===== src/rtl/rsv_pkg.sv =====
package rsv_pkg;
  typedef enum logic {
    OP_LR = 1'b0,
    OP_SC = 1'b1
  } rsv_op_e;
endpackage


===== src/rtl/rsv_align_chk.sv =====
module rsv_align_chk #(
  parameter int ADDR_W = 32
) (
  input  logic [ADDR_W-1:0] addr_i,
  input  logic              wide_i,
  output logic              misaligned_o
);
  logic [2:0] low;
  assign low          = addr_i[2:0];
  assign misaligned_o = wide_i ? (low != 3'd0) : (low[1:0] != 2'd0);
endmodule


===== src/rtl/rsv_store.sv =====
module rsv_store #(
  parameter int BLK_W = 26
) (
  input  logic             clk_i,
  input  logic             rst_ni,
  input  logic             set_i,
  input  logic [BLK_W-1:0] set_blk_i,
  input  logic             clr_i,
  output logic             valid_o,
  output logic [BLK_W-1:0] blk_o
);
  always_ff @(posedge clk_i or negedge rst_ni) begin
    if (!rst_ni) begin
      valid_o <= 1'b0;
      blk_o   <= '0;
    end else if (set_i) begin
      valid_o <= 1'b1;
      blk_o   <= set_blk_i;
    end else if (clr_i) begin
      valid_o <= 1'b0;
    end
  end
endmodule


===== src/rtl/rsv_decide.sv =====
module rsv_decide #(
  parameter int BLK_W = 26,
  parameter int XLEN  = 64
) (
  input  logic             sc_req_i,
  input  logic             misaligned_i,
  input  logic             rsv_valid_i,
  input  logic [BLK_W-1:0] rsv_blk_i,
  input  logic [BLK_W-1:0] req_blk_i,
  input  logic             kill_now_i,
  output logic             go_o,
  output logic [XLEN-1:0]  status_o
);
  logic hit;
  assign hit  = rsv_valid_i && (rsv_blk_i == req_blk_i) && !kill_now_i;
  assign go_o = sc_req_i && !misaligned_i && hit;

  always_comb begin
    status_o    = '0;
    status_o[0] = sc_req_i && !go_o;
  end
endmodule


===== src/rtl/lrsc_rsv_mon.sv =====
module lrsc_rsv_mon #(
  parameter int ADDR_W   = 32,
  parameter int XLEN     = 64,
  parameter int GRAN_LG2 = 6
) (
  input  logic              clk_i,
  input  logic              rst_ni,
  input  logic              req_valid_i,
  input  logic              req_op_i,
  input  logic [ADDR_W-1:0] req_addr_i,
  input  logic              req_wide_i,
  input  logic              snoop_valid_i,
  input  logic [ADDR_W-1:0] snoop_addr_i,
  input  logic              ctx_switch_i,
  input  logic              exc_return_i,
  output logic              sc_go_o,
  output logic [XLEN-1:0]   sc_status_o,
  output logic              misalign_o
);
  import rsv_pkg::*;

  localparam int BLK_W = ADDR_W - GRAN_LG2;

  rsv_op_e    op;
  logic       misaligned, lr_ok, sc_req, sc_ok_addr, snoop_hit, kill_now;
  logic       rsv_valid;
  logic [BLK_W-1:0] rsv_blk, req_blk, snoop_blk;

  assign op        = rsv_op_e'(req_op_i);
  assign req_blk   = req_addr_i[ADDR_W-1:GRAN_LG2];
  assign snoop_blk = snoop_addr_i[ADDR_W-1:GRAN_LG2];

  rsv_align_chk #(.ADDR_W(ADDR_W)) u_align (
    .addr_i       (req_addr_i),
    .wide_i       (req_wide_i),
    .misaligned_o (misaligned)
  );

  assign misalign_o = req_valid_i && misaligned;
  assign lr_ok      = req_valid_i && (op == OP_LR) && !misaligned;
  assign sc_req     = req_valid_i && (op == OP_SC);
  assign sc_ok_addr = sc_req && !misaligned;
  assign snoop_hit  = snoop_valid_i && rsv_valid && (snoop_blk == rsv_blk);
  assign kill_now   = snoop_hit || ctx_switch_i || exc_return_i;

  // LR has priority over every clearing source
  rsv_store #(.BLK_W(BLK_W)) u_store (
    .clk_i     (clk_i),
    .rst_ni    (rst_ni),
    .set_i     (lr_ok),
    .set_blk_i (req_blk),
    .clr_i     (sc_ok_addr || kill_now),
    .valid_o   (rsv_valid),
    .blk_o     (rsv_blk)
  );

  rsv_decide #(.BLK_W(BLK_W), .XLEN(XLEN)) u_decide (
    .sc_req_i     (sc_req),
    .misaligned_i (misaligned),
    .rsv_valid_i  (rsv_valid),
    .rsv_blk_i    (rsv_blk),
    .req_blk_i    (req_blk),
    .kill_now_i   (kill_now),
    .go_o         (sc_go_o),
    .status_o     (sc_status_o)
  );
endmodule


===== config.mk =====
export PLATFORM = sky130hd
export DESIGN_NAME = lrsc_rsv_mon
export DESIGN_NICKNAME = d
export VERILOG_FILES = /design/src/rtl/rsv_pkg.sv /design/src/rtl/rsv_align_chk.sv /design/src/rtl/rsv_store.sv /design/src/rtl/rsv_decide.sv /design/src/rtl/lrsc_rsv_mon.sv
export SDC_FILE = /design/constraint.sdc
export NUM_CORES = 1
export LEC_CHECK = 0
export ABC_CLOCK_PERIOD_IN_PS = 2800
export BUFFER_PORTS_ARGS = -buffer_cell sky130_fd_sc_hd__clkbuf_2
export CAP_MARGIN = 20
export CORE_ASPECT_RATIO = 0.7
export CORE_MARGIN = 1.5
export CORE_UTILIZATION = 47
export DETAILED_ROUTE_END_ITERATION = 10
export PLACE_DENSITY = 0.87
export SLEW_MARGIN = 20
export SYNTH_ARGS = -nofsm -noshare
export SYNTH_HDL_FRONTEND = slang
export SYNTH_HIERARCHICAL = 1
export SYNTH_SLANG_ARGS = --single-unit

===== constraint.sdc =====
create_clock -name clk_i -period 2.8 [get_ports clk_i]
set_clock_uncertainty 0.15 [all_clocks]
set_input_delay 0.28 -clock clk_i [delete_from_list [all_inputs] [get_ports clk_i]]
set_output_delay 0.28 -clock clk_i [all_outputs]
set_load 0.01 [all_outputs]

==> flow_summary.toml <==
[outcome]
status = "finished, violations left"
violations = "design-rule violations"

[synth]
seq_area_frac_synth_pct = 30.41
post_synth_xor_area_fraction_pct = 20.50
syn_inst = 204
synthAdderAreaFrac_pct = 0
synth_top_family_by_area = "buffers and inverters"
netlist_area_um2 = 2222
synth_area_per_cell_um2 = 10.89
ys_ff_latch = 27
yosysWarnings = 6
synth.area.mux_share_pct = 16.39
synth_compound_area_share_pct = 1.802
yosys.area_share.simple_pct = 6.813
synth.distinct_cells = 23

[clock_tree]
clk_latency_ns = 0.28
htree_levels = 1
clockBufferDepth = 2
clk_pin_slew_ns = 0.10
cts_tree = "yes"
cts.sinks = 27
cts_made_buffers = 3
root_buffer = "clkbuf_8"

[finish]
area_growth_pct = 13.40
multi_input_comb_area_um2 = 1286
fill_cells = 415
fin_nets = 356
num_antenna_cells = 0
mostFrequentLayoutCells = "clkbuf_2, conb_1, dfrtp_1, xnor2_1, xor2_1"
drive_gt1_share_pct = 40.64
seq_area_um2 = 675.6
final_area_um2 = 2520
layout_commonest_cell = "clkbuf_2"

[placement]
gp_congestion = 0.7999
dp_hpwl_um = 3303
io_buffer_count = 65
placed_area_um2 = 2337

[routing]
via_per_inst = 4.358
wl_um = 4160
route.detailed.drc = 11
drt-pass1-iter-count = 7
drtIter0Drc = 28
vias = 1473
wire_per_inst_um = 12.31
postRouteAntennaNets = 0

[global_route]
grt_max_degree = 28
grt_first_pass_wirelength_um = 6003
overflow = 0
grt_pass1_vias = 1331
track_usage_pct = 15.57
antenna_found_initial = 0

[sta]
drv_slew = 0
final.min_clock_period_ns = 2.722
hold_viol = 0
setup_viol = 0
worstMarginPinSlew_ns = 0.6965
fmax_mhz = 367.4
max_slew_margin_pct = 53.57
whs_ns = 0.1015
post-route-period-util_pct = 97.21
rsz0062_at_grt = "yes"

[setup_path]
endpoint_kind = "primary output"
crit_fanout = 3
worst_ep_required_time_ns = 2.37
critical_path_class = "reg2out"
crit_path_start_kind = "register"
cp.arrival_ns = 2.29

[die]
die_h_um = 60.53
dieArea_um2 = 5156
core_um2 = 4429
io_pins = 138
die_x_um = 85.19
initial_core_util_pct = 50.17
row_count = 20

[run]
drv_cap = 0

[pwr]
ir_drop_mv = 0.2980
power_density_nw_per_um2 = 527.2
total_leakage_power_uw = 0.001281

[hold_path]
hp-class = "in2reg"
==> critical path, cell delays in order (launching register included) <==
cell and delay [ns]:
dfrtp_1 0.42, xnor2_1 0.13, nand4_1 0.17, nor4_2 0.07, nand3_1 0.11, nand2_1 0.08, nor4bb_2 0.32, nand4_1 0.21
o41a_1 0.36, buf_2 0.15
==> area by class of cell <==
type | instances | share of cell area (%)
flip-flops and latches | 27 | 26.81
clock inverters | 1 | 0.2979
multi-input cells | 171 | 51.04
well taps | 55 | 2.731
inverters | 2 | 0.2979
repair buffers | 79 | 17.18
clock buffers | 3 | 1.639
==> repair_timing <==
| action | CTS | global route |
|---|---|---|
| setup endpoints to repair | 0 | 2 |
| hold buffers | 1 | 0 |
| endpoints found under the hold margin | 27 | 0 |
| setup buffers | 0 | 12 |
| gates resized for setup | 0 | 6 |
==> sequential cells by signal (all words and copies together), names as in the netlist <==
signal	count
u_store/blk_o	26
u_store/valid_o	1
==> per-layer routing <==
| metal | vias up | part of all wire [%] | track usage (%) |
|---|---|---|---|
| met5 | - | 0 | 0 |
| li1 | 710 | - | - |
| met2 | 64 | 47 | 25.96 |
| met4 | 0 | 0.46 | 3.044 |
| met3 | 4 | 8.4 | 5.442 |
| met1 | 695 | 44 | 20.12 |
==> cell usage after synthesis (all sizes together) <==
master  number  area (µm²)
xnor2       27       236.5
nor3         1       5.000
dfrtp       27       675.7
buf         66       524.3
xor2        25       219.0
and2         1       6.260
a21o         1       7.510
nor4bb       1       10.01
nand3        2       10.01
nor3b        1       7.510
o211ai       1       12.51
inv          2       7.510
nor4         8       50.05
mux2        26       364.1
nand2        4       15.01
nor2         1       3.750
a211o        1       8.760
nand4        7       43.79
o41a         1       11.26
conb         1       3.750
==> report_power, final <==
group | switching (µW) | internal (µW)
logic | 208 | 313
registers | 94.3 | 480
clock network | 131 | 101
total | 433 | 895
==> per-stage QoR <==
stage               power, µW  TNS [ns]  std cells  util [%]  setup slack [ns]
floorplan               970.9         0        266         -            0.7821
global placement         1012         0        321     52.77            0.4029
detailed placement       1030         0        321     52.77            0.3471
CTS                      1268         0        326     54.10           0.01760
global route             1414  -0.03537        338     56.89          -0.03537
finish                   1328         0        338     56.89           0.07821
==> cell families (layout without fill, tap and decap cells) <==
kind of cell              count (synthesis)  after routing
DFF                                      27             27
AOI/OAI and AO/OA                         4              4
xor gates and xnor gates                 52             52
buffers and inverters                    68             85
other                                     1             63
muxes                                    26             26
and+or+nand+nor                          26             26
==> final timing paths <==
path                                   start                 to  slack (ns)  cells after the start
max in group asynchronous             rst_ni   u_store/blk_o[4]        1.63                      2
min in group asynchronous             rst_ni   u_store/blk_o[1]        0.41                      2
setup reg to reg           u_store/blk_o[11]    u_store/valid_o        1.03                      7
setup / recovery           u_store/blk_o[25]     sc_status_o[0]        0.08                      9
hold / removal                req_addr_i[21]  u_store/blk_o[15]        0.10                      2
hold reg to reg              u_store/valid_o    u_store/valid_o        0.39                      1
Note: power is estimated with default switching activity, not from simulation.
